File: src/rtl/dma_split_pkg.sv
package dma_split_pkg;
  typedef enum logic [1:0] {
    ST_IDLE,
    ST_PLAN,
    ST_REQ,
    ST_BURST
  } split_st_e;
endpackage

File: src/rtl/burst_sizer.sv
module burst_sizer #(
  parameter int ADDR_W      = 32,
  parameter int LEN_W       = 16,
  parameter int MAX_BEATS   = 256,
  parameter int BOUND_BYTES = 1024
) (
  input  logic [ADDR_W-1:0]            addr_i,
  input  logic [LEN_W-1:0]             remain_i,
  input  logic [$clog2(MAX_BEATS):0]   ep_words_i,
  output logic [$clog2(MAX_BEATS):0]   beats_o
);
  localparam int BEAT_W  = $clog2(MAX_BEATS) + 1;
  localparam int BOUND_W = $clog2(BOUND_BYTES);
  localparam int BWORDS  = BOUND_BYTES / 4;
  localparam int CMP_W   = LEN_W + BOUND_W;

  logic [CMP_W-1:0] ep_eff, to_bound, rem_words, pick;

  always_comb begin
    if (ep_words_i == '0 || ep_words_i > BEAT_W'(MAX_BEATS))
      ep_eff = CMP_W'(MAX_BEATS);
    else
      ep_eff = CMP_W'(ep_words_i);
    to_bound  = CMP_W'(BWORDS) - CMP_W'(addr_i[BOUND_W-1:2]);
    rem_words = CMP_W'(remain_i[LEN_W-1:2]);
    pick = ep_eff;
    if (to_bound < pick)  pick = to_bound;
    if (rem_words < pick) pick = rem_words;
    beats_o = BEAT_W'(pick);
  end

  always_comb begin
    assert_size_cap_R2: assert (beats_o <= BEAT_W'(MAX_BEATS));
  end
endmodule

File: src/rtl/xfer_track.sv
module xfer_track #(
  parameter int ADDR_W = 32,
  parameter int LEN_W  = 16
) (
  input  logic              clk_i,
  input  logic              rst_ni,
  input  logic              load_i,
  input  logic [ADDR_W-1:0] addr_i,
  input  logic [LEN_W-1:0]  len_i,
  input  logic              step_i,
  output logic [ADDR_W-1:0] addr_o,
  output logic [LEN_W-1:0]  remain_o
);
  always_ff @(posedge clk_i or negedge rst_ni) begin
    if (!rst_ni) begin
      addr_o   <= '0;
      remain_o <= '0;
    end else if (load_i) begin
      addr_o   <= {addr_i[ADDR_W-1:2], 2'b00};
      remain_o <= len_i;
    end else if (step_i) begin
      addr_o   <= addr_o + ADDR_W'(4);
      remain_o <= remain_o - LEN_W'(4);
    end
  end

  // remaining bytes never wrap below zero
  assert_no_underflow_R8: assert property (@(posedge clk_i) disable iff (!rst_ni)
    step_i && !load_i |-> remain_o >= LEN_W'(4));
endmodule

File: src/rtl/dma_burst_splitter.sv
module dma_burst_splitter
  import dma_split_pkg::*;
#(
  parameter int ADDR_W      = 32,
  parameter int LEN_W       = 16,
  parameter int MAX_BEATS   = 256,
  parameter int BOUND_BYTES = 1024
) (
  input  logic                        clk_i,
  input  logic                        rst_ni,
  input  logic                        start_i,
  input  logic [ADDR_W-1:0]           start_addr_i,
  input  logic [LEN_W-1:0]            byte_len_i,
  input  logic [$clog2(MAX_BEATS):0]  ep_words_i,
  input  logic                        lock_en_i,
  output logic                        bus_req_o,
  input  logic                        bus_gnt_i,
  output logic                        bus_lock_o,
  output logic [ADDR_W-1:0]           burst_addr_o,
  output logic [$clog2(MAX_BEATS):0]  burst_beats_o,
  output logic                        beat_valid_o,
  input  logic                        beat_ready_i,
  output logic [ADDR_W-1:0]           beat_addr_o,
  output logic                        busy_o,
  output logic                        done_o,
  output logic                        err_o,
  output logic [LEN_W-1:0]            remain_o
);
  localparam int BEAT_W  = $clog2(MAX_BEATS) + 1;
  localparam int BOUND_W = $clog2(BOUND_BYTES);
  localparam int BWORDS  = BOUND_BYTES / 4;

  split_st_e          st_q;
  logic [BEAT_W-1:0]  ep_q, left_q, size_w;
  logic               lock_q, done_q, err_q;
  logic [ADDR_W-1:0]  cur_addr;
  logic [LEN_W-1:0]   cur_rem;

  logic start_ok, len_bad, len_zero, load, accept, last_beat, fin;

  assign start_ok  = (st_q == ST_IDLE) && start_i;
  assign len_bad   = byte_len_i[1:0] != 2'b00;
  assign len_zero  = byte_len_i == '0;
  assign load      = start_ok && !len_bad && !len_zero;
  assign accept    = (st_q == ST_BURST) && bus_gnt_i && beat_ready_i;
  assign last_beat = accept && (left_q == BEAT_W'(1));
  assign fin       = last_beat && (cur_rem == LEN_W'(4));

  xfer_track #(.ADDR_W(ADDR_W), .LEN_W(LEN_W)) u_track (
    .clk_i    (clk_i),
    .rst_ni   (rst_ni),
    .load_i   (load),
    .addr_i   (start_addr_i),
    .len_i    (byte_len_i),
    .step_i   (accept),
    .addr_o   (cur_addr),
    .remain_o (cur_rem)
  );

  burst_sizer #(
    .ADDR_W(ADDR_W), .LEN_W(LEN_W), .MAX_BEATS(MAX_BEATS), .BOUND_BYTES(BOUND_BYTES)
  ) u_sizer (
    .addr_i     (cur_addr),
    .remain_i   (cur_rem),
    .ep_words_i (ep_q),
    .beats_o    (size_w)
  );

  always_ff @(posedge clk_i or negedge rst_ni) begin
    if (!rst_ni) begin
      st_q          <= ST_IDLE;
      ep_q          <= '0;
      lock_q        <= 1'b0;
      left_q        <= '0;
      burst_addr_o  <= '0;
      burst_beats_o <= '0;
      done_q        <= 1'b0;
      err_q         <= 1'b0;
    end else begin
      done_q <= (start_ok && len_zero) || fin;
      err_q  <= start_ok && len_bad;
      unique case (st_q)
        ST_IDLE: if (load) begin
          st_q   <= ST_PLAN;
          ep_q   <= ep_words_i;
          lock_q <= lock_en_i;
        end
        ST_PLAN: begin
          st_q          <= ST_REQ;
          burst_addr_o  <= cur_addr;
          burst_beats_o <= size_w;
          left_q        <= size_w;
        end
        ST_REQ: if (bus_gnt_i) st_q <= ST_BURST;
        ST_BURST: begin
          if (accept) begin
            left_q <= left_q - BEAT_W'(1);
            if (last_beat) st_q <= fin ? ST_IDLE : ST_PLAN;
          end else if (!bus_gnt_i) begin
            st_q <= ST_PLAN;  // grant lost: reissue from next word
          end
        end
        default: st_q <= ST_IDLE;
      endcase
    end
  end

  assign bus_req_o    = (st_q == ST_REQ) || (st_q == ST_BURST);
  assign beat_valid_o = st_q == ST_BURST;
  assign beat_addr_o  = cur_addr;
  assign busy_o       = st_q != ST_IDLE;
  assign bus_lock_o   = lock_q && busy_o;
  assign done_o       = done_q;
  assign err_o        = err_q;
  assign remain_o     = cur_rem;

  assert_beats_range_R2: assert property (@(posedge clk_i) disable iff (!rst_ni)
    bus_req_o |-> burst_beats_o != '0 && burst_beats_o <= BEAT_W'(MAX_BEATS));

  assert_no_cross_R3: assert property (@(posedge clk_i) disable iff (!rst_ni)
    bus_req_o |-> ({1'b0, burst_addr_o[BOUND_W-1:2]} + BEAT_W'(burst_beats_o)) <= BEAT_W'(BWORDS));

  assert_ep_cap_R5: assert property (@(posedge clk_i) disable iff (!rst_ni)
    bus_req_o |-> (ep_q == '0 || ep_q > BEAT_W'(MAX_BEATS) || burst_beats_o <= ep_q));

  assert_desc_hold_R9: assert property (@(posedge clk_i) disable iff (!rst_ni)
    bus_req_o && $past(bus_req_o) |-> $stable(burst_beats_o) && $stable(burst_addr_o));

  assert_addr_hold_R1: assert property (@(posedge clk_i) disable iff (!rst_ni)
    beat_valid_o && !(bus_gnt_i && beat_ready_i) |=> $stable(beat_addr_o));

  assert_done_empty_R8: assert property (@(posedge clk_i) disable iff (!rst_ni)
    done_o |-> remain_o == '0 && !busy_o);

  assert_err_idle_R10: assert property (@(posedge clk_i) disable iff (!rst_ni)
    err_o |-> !busy_o && !bus_req_o && !done_o);
endmodule

File: config.mk
export PLATFORM = sky130hd
export DESIGN_NAME = dma_burst_splitter
export DESIGN_NICKNAME = d
export VERILOG_FILES = /design/src/rtl/dma_split_pkg.sv /design/src/rtl/burst_sizer.sv /design/src/rtl/xfer_track.sv /design/src/rtl/dma_burst_splitter.sv
export SDC_FILE = /design/constraint.sdc
export NUM_CORES = 1
export LEC_CHECK = 0
export BUFFER_PORTS_ARGS = -buffer_cell sky130_fd_sc_hd__buf_2
export CAP_MARGIN = 0
export CORE_UTILIZATION = 45
export DETAILED_ROUTE_END_ITERATION = 16
export PLACE_DENSITY = 0.76
export SETUP_SLACK_MARGIN = 0.15
export SLEW_MARGIN = 20
export SYNTH_ARGS = -nofsm -noshare
export SYNTH_HDL_FRONTEND = slang
export SYNTH_SLANG_ARGS = --single-unit
File: constraint.sdc
create_clock -name clk_i -period 5.9 [get_ports clk_i]
set_clock_uncertainty 0.05 [all_clocks]
set_input_delay 0.59 -clock clk_i [delete_from_list [all_inputs] [get_ports clk_i]]
set_output_delay 0.59 -clock clk_i [all_outputs]
set_load 0.02 [all_outputs]
==> results of run 1 <==
## cell usage in the layout (no fill, tap or decap), types with 4 or more instances in the layout
cell / instances
nand4_1: 10
o31ai_1: 12
a21o_1: 5
a31oi_1: 11
buf_4: 9
o21ai_0: 21
nor3_1: 13
xor2_1: 23
and3_1: 8
a21oi_1: 57
ha_1: 27
nand3_1: 24
nand2_1: 31
xnor2_1: 24
nand2b_1: 5
inv_1: 24
nor4_1: 17
conb_1: 4
nor2b_1: 7
dfrtp_1: 108
nor2_1: 67
o211ai_1: 6
clkbuf_16: 9
mux2_2: 46
buf_2: 150
## stage by stage
stage	utilization [%]	cell area (µm²)	instances
2_1_floorplan	-	6120	636
3_3_place_gp	52.9	7000	935
3_5_place_dp	52.9	7000	935
4_1_cts	55.3	7320	951
5_1_grt	55.3	7320	951
6_report	55.3	7320	951
## metal layers
layer / wire length [µm] / part of all wire [%] / GRT usage, % / vias up
met1: 6750 / 44 / 29.4 / 2494
met2: 7270 / 47 / 37.4 / 191
li1: - / - / - / 2529
met4: 316 / 2.0 / 7.67 / 0
met5: 0 / 0 / 0 / -
met3: 1090 / 7.1 / 6.08 / 24
## sequential cells by signal, summed over array words and instances (netlist names)
| signal | flops |
|---|---|
| burst_addr_o | 30 |
| u_track.addr_o | 30 |
| u_track.remain_o | 16 |
| burst_beats_o | 9 |
| ep_q | 9 |
| left_q | 9 |
| st_q | 2 |
| done_o | 1 |
| err_o | 1 |
| lock_q | 1 |
## area by class of cell
type                            instances  area (µm²)
Multi-Input combinational cell        467        3170
Clock inverter                          6        76.3
Timing Repair Buffer                  159         818
Inverter                               25        93.8
Tap cell                              176         220
Sequential cell                       108        2700
Fill cell                            1220        5930
Clock buffer                           10         239
## path summary, 6_finish.rpt
check | startpoint | end | slack [ns] | cells past startpoint
worst max-delay path | u_track.addr_o[5] | burst_beats_o[1] | 0.81 | 17
worst min-delay path | rst_ni | lock_q | 0.15 | 1
worst max register to register | u_track.addr_o[5] | burst_beats_o[1] | 0.81 | 17
worst min register to register | burst_beats_o[2] | burst_beats_o[2] | 0.44 | 2
max in group asynchronous | rst_ni | u_track.addr_o[9] | 4.38 | 2
min in group clk_i | ep_words_i[7] | ep_q[7] | 0.41 | 2
## worst register-to-register path: stages (launching register included)
cell	delay [ns]
dfrtp_1	0.52
or4_1	0.60
nor4_1	0.25
xnor2_1	0.21
ha_1	0.30
and3_1	0.21
a221o_1	0.36
a21oi_1	0.18
buf_4	0.17
mux2i_1	0.27
ha_1	0.29
a211oi_1	0.29
o21ai_0	0.18
a211o_1	0.34
a31oi_1	0.22
a2111oi_0	0.11
buf_4	0.16
o31ai_1	0.27
## power breakdown
part | total [µW] | switching (µW) | leakage [µW] | internal [µW]
Clock | 645 | 295 | 0.000156 | 349
Sequential | 1560 | 453 | 0.00128 | 1110
Combinational | 2620 | 1490 | 0.00184 | 1130
## cells by family (layout without fill, tap and decap cells)
group,count (synthesis),count (layout)
AO/OA/AOI/OAI,135,135
XOR/XNOR,47,47
adder cells (fa/ha/maj),27,27
buffers and inverters,61,200
flip-flops,108,108
multiplexers,47,47
other,1,4
AND/OR/NAND/NOR,207,207
==> flow_summary.toml, run 1 <==
[setup_path]
worst_path_maximum_fanout = 10
cp_top_family = "compound AO/OA/AOI/OAI gates"
crit_slowest_cell = "or4_1"
timing.critical_path.arrival_ns = 5.28
critPathLaunchType = "flip-flop"
crit_type = "reg2reg"
path_cells = "or4_1, nor4_1, xnor2_1, ha_1, and3_1, a221o_1, a21oi_1, buf_4, mux2i_1, ha_1, a211oi_1, o21ai_0, a211o_1, a31oi_1, a2111oi_0, buf_4, o31ai_1"
critical_path.max_stage_delay_ns = 0.60
timing.critical_path.to_type = "flip-flop"
crit_buf_inv = 2
timing.critical_path.required_ns = 6.09

[sta]
final.period_utilization_pct = 86.3
drv_slew = 0
timing.final.crit_period_ns = 5.09
grt_setup_unrepaired = "no"
setup_ws_ns = 0.806
hold_slack_ns = 0.152
setup_viol_count_final = 0
fin_tns_setup_ns = 0
timing.final.hold_violations = 0
timing.fmax_mhz = 196
slew_headroom_pct = 32.2
worst-slew-pin-transition_ns = 1.02

[logic_synthesis]
synth.distinct_cells = 54
synth-edff-count = 0
ys_dominant_reg_cell = "dfrtp_1"
ys_top_cells_by_count = "108 x dfrtp_1, 67 x nor2_1, 57 x a21oi_1"
asyncSetResetFlopFracSynth_pct = 100
compound_cell_area_share_of_the_yosys_netlist_pct = 13.5
synth.cell_area_um2 = 6110
cell_with_the_most_instances_after_synthesis = "dfrtp_1"
main_combinational_cell_family_by_area_after_synthesis = "simple AND/OR/NAND/NOR gates"
synth.avg_cell_area_um2 = 9.65
synthesis_stage_register_bit_count = 108
synth_simple_gate_area_share_pct = 17.1
post_synth_xor_area_fraction_pct = 6.74
yosys.area.top_type = "dfrtp_1"
synth.top_cell.area_share_pct = 44.2
synth_fa_ha_area_share_pct = 5.53
netlist_instances = 633
synthMuxAreaShare_pct = 8.64
synth.top_cells.by_area = "dfrtp_1 44%, mux2_2 8.5%, ha_1 5.5%, a21oi_1 4.7%, nor2_1 4.1%"
synth-seq-area-share_pct = 44.2
yosysWarningCount = 0

[clocking]
clock-sinks = 108
clk_pin_slew_ns = 0.07
clock_path_buffers = 2
cts_tree = "built"
cts_buffer_count = 9
post_cts_resize_count = 0
clock_insertion_delay_worst_skew_ns = 0.36
cts.htree.levels = 3
clockRootBuffer = "clkbuf_16"
cts_setup_buffers = 0
holdBufCountCts = 0

[floorplanning]
die-area_um2 = 14000
die_x_um = 119
core_area_um2 = 13200
row_count = 42
pin_count = 158
die_height_um = 119
floorplan.initialDensity_pct = 46.1

[global_route]
global_route_wire_length_before_repair_um = 25400
grt_max_degree = 99
vias_in_the_first_global_route = 5073
combined_global_route_utilization_of_all_metal_layers_pct = 22.9
grt_antenna_before_repair = 1
gr-total-overflow = 0

[power]
cellLeakagePower_uw = 0.00328
power-per-cell-area_nw_per_um2 = 660
power_uw = 4830
max-vdd-ir-drop_uv = 424

[detailed_routing]
dr.pass1.iters = 4
drtAntennaViolNets = 0
drt_iter0_markers = 323
route.detailed.drc = 0
routed-via-count = 5238
postRouteWirelength_um = 15400
route.detailed.wl_per_inst_um = 16.2
vias_per_cell = 5.51

[final_layout]
antenna-diode-count = 0
layout_cells_sized_above_1_pct = 29.8
final_nets = 860
syn_to_final_growth_pct = 19.8

[place]
io_buffers = 151
place_hpwl_um = 11000
detailedPlace.worstSlack_ns = 0.888
gp_congestion = 0.873

[hold_path]
hold_path_class = "in2async"

[flow_run]
max-cap-violations = 0

[status]
run_status = "finished, final reports clean"
(Power assumes the default switching activity.)
==> run 2: changes to the inputs <==
Settings changed: CORE_UTILIZATION 45 to 50, PLACE_DENSITY 0.76 to 0.82.
Clock period 5.9 ns to 6.4 ns, I/O delays scaled along.
==> flow_summary.toml, run 2 (synthesis results as in run 1) <==
[floorplanning]
die-area_um2 = 12700
row_count = 40
pin_count = 158
core_area_um2 = 12000
floorplan.initialDensity_pct = 51.1
die_x_um = 113
die_height_um = 113

[sta]
drv_slew = 0
grt_setup_unrepaired = "no"
worst-slew-pin-transition_ns = 1.02
fin_tns_setup_ns = 0
slew_headroom_pct = 32.2
timing.final.hold_violations = 0
final.period_utilization_pct = 81.4
setup_viol_count_final = 0
timing.final.crit_period_ns = 5.21
timing.fmax_mhz = 192

[final_layout]
postLayoutCellArea_um2 = 7230
final_cell_mix = "150 x buf_2, 108 x dfrtp_1, 67 x nor2_1"
register_area_um2 = 2700
layout.cells.most_common = "buf_2"
final_nets = 857
syn_to_final_growth_pct = 18.3
biggestRegsByFlops = "burst_addr_o (30), u_track.addr_o (30), u_track.remain_o (16)"
multi_input_area_um2 = 3170
layout_cells_sized_above_1_pct = 29.5
nFillCells = 1030

[clocking]
clock-sinks = 108
cts.htree.levels = 3
clock_insertion_delay_worst_skew_ns = 0.35
cts_setup_buffers = 0
clk_pin_slew_ns = 0.07
cts_tree = "built"
holdBufCountCts = 0
clockRootBuffer = "clkbuf_16"
post_cts_resize_count = 0
clock_path_buffers = 2
cts_buffer_count = 9

[global_route]
use_met2_pct = 40.1
global_route_wire_length_before_repair_um = 24800
grtUsageMet3_pct = 6.59
globalRouteMet1Util_pct = 31.7
combined_global_route_utilization_of_all_metal_layers_pct = 24.8
grt_antenna_before_repair = 0
vias_in_the_first_global_route = 5135
grt_max_degree = 99
gr-max-usage-layer = "met2"
gr-total-overflow = 0

[power]
power.share.clock_pct = 12.2
seq_power_share_pct = 33.3
power-per-cell-area_nw_per_um2 = 606
internal_power_uw = 2310
max-vdd-ir-drop_uv = 379
power.net_switching_uw = 2070
fraction_of_power_consumed_by_combinational_cells_pct = 54.5
cellLeakagePower_uw = 0.00324
power_switching_share_pct = 47.2

[setup_path]
crit_type = "reg2reg"
r2r_cells = 16
cp_top_family = "compound AO/OA/AOI/OAI gates"
cp.depth = 16
critPathLaunchType = "flip-flop"
path_cells = "or4_1, nor4_1, xnor2_1, ha_1, and3_1, a221o_1, a21oi_1, buf_4, mux2i_1, ha_1, a211oi_1, o21ai_0, a211o_1, a31o_2, and3_1, o31ai_1"
timing.critical_path.to_type = "flip-flop"
crit_buf_inv = 1
critical_path.max_stage_delay_ns = 0.59
worst-r2r-setup-slack_ns = 1.19
timing.critical_path.arrival_ns = 5.40
crit_slowest_cell = "or4_1"
timing.critical_path.required_ns = 6.59
worst_path_maximum_fanout = 15

[detailed_routing]
dr.pass1.iters = 5
drtAntennaViolNets = 0
drt_iter0_markers = 309
routed-via-count = 5321
postRouteWirelength_um = 15200
vias_per_cell = 5.78
route.detailed.wl_per_inst_um = 16.5
route.detailed.drc = 0

[status]
run_status = "finished, final reports clean"

[place]
place_hpwl_um = 11000
place_area_um2 = 6940
io_buffers = 151
gp_congestion = 0.862

[hold_path]
hold_path_class = "in2async"

[flow_run]
max-cap-violations = 0
## run 2: metrics by stage
stage | hold slack, ns | cells | setup WS (ns) | power [µW] | utilization [%]
floorplan | 0.294 | 636 | 1.57 | 3110 | -
global placement | 0.413 | 903 | 1.28 | 3760 | 58.0
detailed placement | 0.421 | 903 | 1.24 | 3820 | 58.0
CTS | 0.194 | 919 | 1.22 | 4370 | 60.4
global route | 0.219 | 919 | 0.892 | 4710 | 60.4
finish | 0.182 | 920 | 1.19 | 4380 | 60.4
## run 2: path summary, 6_finish.rpt
path / endpoint / from
min in group clk_i: burst_beats_o[2] / burst_beats_o[2]
max in group asynchronous: burst_addr_o[23] / rst_ni
setup / recovery: burst_beats_o[3] / u_track.addr_o[5]
hold / removal: u_track.remain_o[15] / rst_ni
hold reg to reg: burst_beats_o[2] / burst_beats_o[2]
setup reg to reg: burst_beats_o[3] / u_track.addr_o[5]
## run 2: cell type report
type                       instances  share of cell area (%)
tap                              147                    2.54
sequential                       108                    37.4
clock buffer                       9                    3.12
antenna                            1                  0.0346
inverter                          25                    1.30
clock inverter                     7                   0.796
multi-input combinational        467                    43.8
timing repair buffer             156                    11.0
## run 2: power groups by stage
stage | logic (µW) | registers [µW] | clock network [µW]
5_1_grt | 2640 | 1510 | 568
3_3_place_gp | 2310 | 1440 | 0
3_5_place_dp | 2360 | 1460 | 0
4_1_cts | 2380 | 1450 | 545
2_1_floorplan | 1480 | 1630 | 0
6_report | 2390 | 1460 | 535
## run 2: metal layers
layer / share of wire, % / vias up
met4: 1.8 / 0
met2: 49 / 174
met3: 6.6 / 22
met1: 43 / 2583
met5: 0 / -
li1: - / 2542
==> run 3: changes to the inputs <==
Clock period 6.4 ns to 4.8 ns, I/O delays scaled along.
==> flow_summary.toml, run 3 (synthesis results as in run 1) <==
[status]
run_status = "finished, final reports clean"

[sta]
setup_viol_count_final = 0
slew_headroom_pct = 46.9
timing.fmax_mhz = 217
grt_setup_unrepaired = "yes"
timing.final.crit_period_ns = 4.60
drv_slew = 0
final.period_utilization_pct = 95.8
worst-slew-pin-transition_ns = 0.789
fin_tns_setup_ns = 0
timing.final.hold_violations = 0

[setup_path]
cp_top_family = "compound AO/OA/AOI/OAI gates"
timing.critical_path.to_type = "flip-flop"
worst_path_maximum_fanout = 7
crit_type = "reg2reg"
timing.critical_path.arrival_ns = 4.80
timing.critical_path.required_ns = 5.00
path_cells = "or4_4, nor4_4, xnor2_2, ha_1, a21o_1, a221o_1, a21oi_4, buf_6, mux2_4, inv_2, ha_4, and4b_2, a211o_1, a31oi_4, buf_6, nor3_1, o31ai_1"
crit_slowest_cell = "or4_4"
critical_path.max_stage_delay_ns = 0.56
critPathLaunchType = "flip-flop"
crit_buf_inv = 3
critical_path.most_common_cell = "buf_6"

[detailed_routing]
vias_per_cell = 5.70
routed-via-count = 5363
postRouteWirelength_um = 15700
drt_iter0_markers = 381
drtAntennaViolNets = 0
dr.pass1.iters = 5
route.detailed.drc = 0
route.detailed.wl_per_inst_um = 16.7

[global_route]
grt_antenna_before_repair = 0
combined_global_route_utilization_of_all_metal_layers_pct = 25.4
vias_in_the_first_global_route = 5131
global_route_wire_length_before_repair_um = 25100
gr-total-overflow = 0
grt_max_degree = 80

[final_layout]
layout_cells_sized_above_1_pct = 35.9
final_cell_mix = "150 x buf_2, 108 x dfrtp_1, 67 x nor2_1"
biggestRegsByFlops = "burst_addr_o (30), u_track.addr_o (30), u_track.remain_o (16)"
syn_to_final_growth_pct = 25.3
antenna-diode-count = 0
postLayoutCellArea_um2 = 7650
layout.cells.most_common = "buf_2"
final_nets = 879

[floorplanning]
pin_count = 158
floorplan.initialDensity_pct = 51.1
core_area_um2 = 12000
die_height_um = 113
die-area_um2 = 12700
row_count = 40
die_x_um = 113

[clocking]
clock_insertion_delay_worst_skew_ns = 0.37
cts_tree = "built"
cts.htree.levels = 3
clock-sinks = 108
clockRootBuffer = "clkbuf_16"
cts_buffer_count = 9
clock_path_buffers = 2
clk_pin_slew_ns = 0.07

[power]
power.net_switching_uw = 3040
power_switching_share_pct = 46.8
seq_power_share_pct = 29.1
power-per-cell-area_nw_per_um2 = 848
internal_power_uw = 3450
cellLeakagePower_uw = 0.00341
max-vdd-ir-drop_uv = 429
fraction_of_power_consumed_by_combinational_cells_pct = 59.6
power.share.clock_pct = 11.3

[place]
place_area_um2 = 7060
place_hpwl_um = 11000
io_buffers = 151
gp_congestion = 0.824

[flow_run]
max-cap-violations = 0

[hold_path]
hold_path_class = "in2async"
run 3: cell types whose count changed in the layout (fill, tap and decap cells not counted), moves of 3 or more:
cell	delta
buf_4	+18
a21oi_1	-6
a21oi_2	+5
o21ai_0	-5
buf_6	+4
o21ai_2	+4
ha_1	-3
ha_4	+3
nor3_1	-3
nor4_1	-3
o31ai_1	-3
run 3: final timing paths:
kind	from	endpoint	slack, ns	cells past startpoint
worst max-delay path	u_track.addr_o[4]	burst_beats_o[8]	0.20	17
worst min-delay path	rst_ni	done_o	0.1	1
worst max register to register	u_track.addr_o[4]	burst_beats_o[8]	0.20	17
worst min register to register	burst_beats_o[4]	burst_beats_o[4]	0.43	2
max in group asynchronous	rst_ni	u_track.addr_o[29]	3.68	2
min in group clk_i	ep_words_i[6]	ep_q[6]	0.30	2
run 3: through the flow:
stage	total power (µW)	worst slack (ns)	hold WS, ns	utilization [%]	std cells
6_report	6490	0.201	0.0960	64.0	941
5_1_grt	6950	0.0516	0.160	64.0	941
4_1_cts	6120	0.154	0.275	62.3	936
3_5_place_dp	5210	0.0289	0.425	59.0	916
3_3_place_gp	5120	0.104	0.413	59.0	916
2_1_floorplan	4170	0.153	0.134	-	636
run 3: worst register-to-register path, cell delays in order (launching register included):
cell,delay [ns]
dfrtp_1,0.38
or4_4,0.56
nor4_4,0.20
xnor2_2,0.10
ha_1,0.34
a21o_1,0.22
a221o_1,0.41
a21oi_4,0.19
buf_6,0.16
mux2_4,0.32
inv_2,0.07
ha_4,0.18
and4b_2,0.25
a211o_1,0.37
a31oi_4,0.24
buf_6,0.17
nor3_1,0.05
o31ai_1,0.22
run 3: power by group through the flow:
stage               Sequential [µW]  Clock [µW]  Combinational, µW
floorplan                      2180           0               2000
global placement               1850           0               3270
detailed placement             1870           0               3340
CTS                            1870         745               3510
global route                   1960         780               4210
finish                         1890         734               3870
run 3: area by class of cell:
type,instances,area (µm²)
Timing Repair Buffer,178,976
Fill cell,956,4310
Tap cell,147,184
Clock buffer,10,239
Clock inverter,6,51.3
Sequential cell,108,2700
Multi-Input combinational cell,467,3400
Inverter,25,96.3
run 3: metal layers:
| metal | track usage (%) | up-vias | wire, µm |
|---|---|---|---|
| li1 | - | 2581 | - |
| met1 | 33.2 | 2542 | 6870 |
| met2 | 41.5 | 209 | 7500 |
| met3 | 5.35 | 31 | 987 |
| met4 | 9.96 | 0 | 336 |
| met5 | 0 | - | 0 |
run 3: repair_timing:
item / 4_1_cts / 5_1_grt
setup endpoints to repair: 16 / 18
buffers inserted: 4 / 4
gates cloned: 0 / 1
hold buffers: 0 / 0
gates resized for setup: 18 / 34
hold endpoints to repair: 0 / 0
pin swaps: 5 / 14
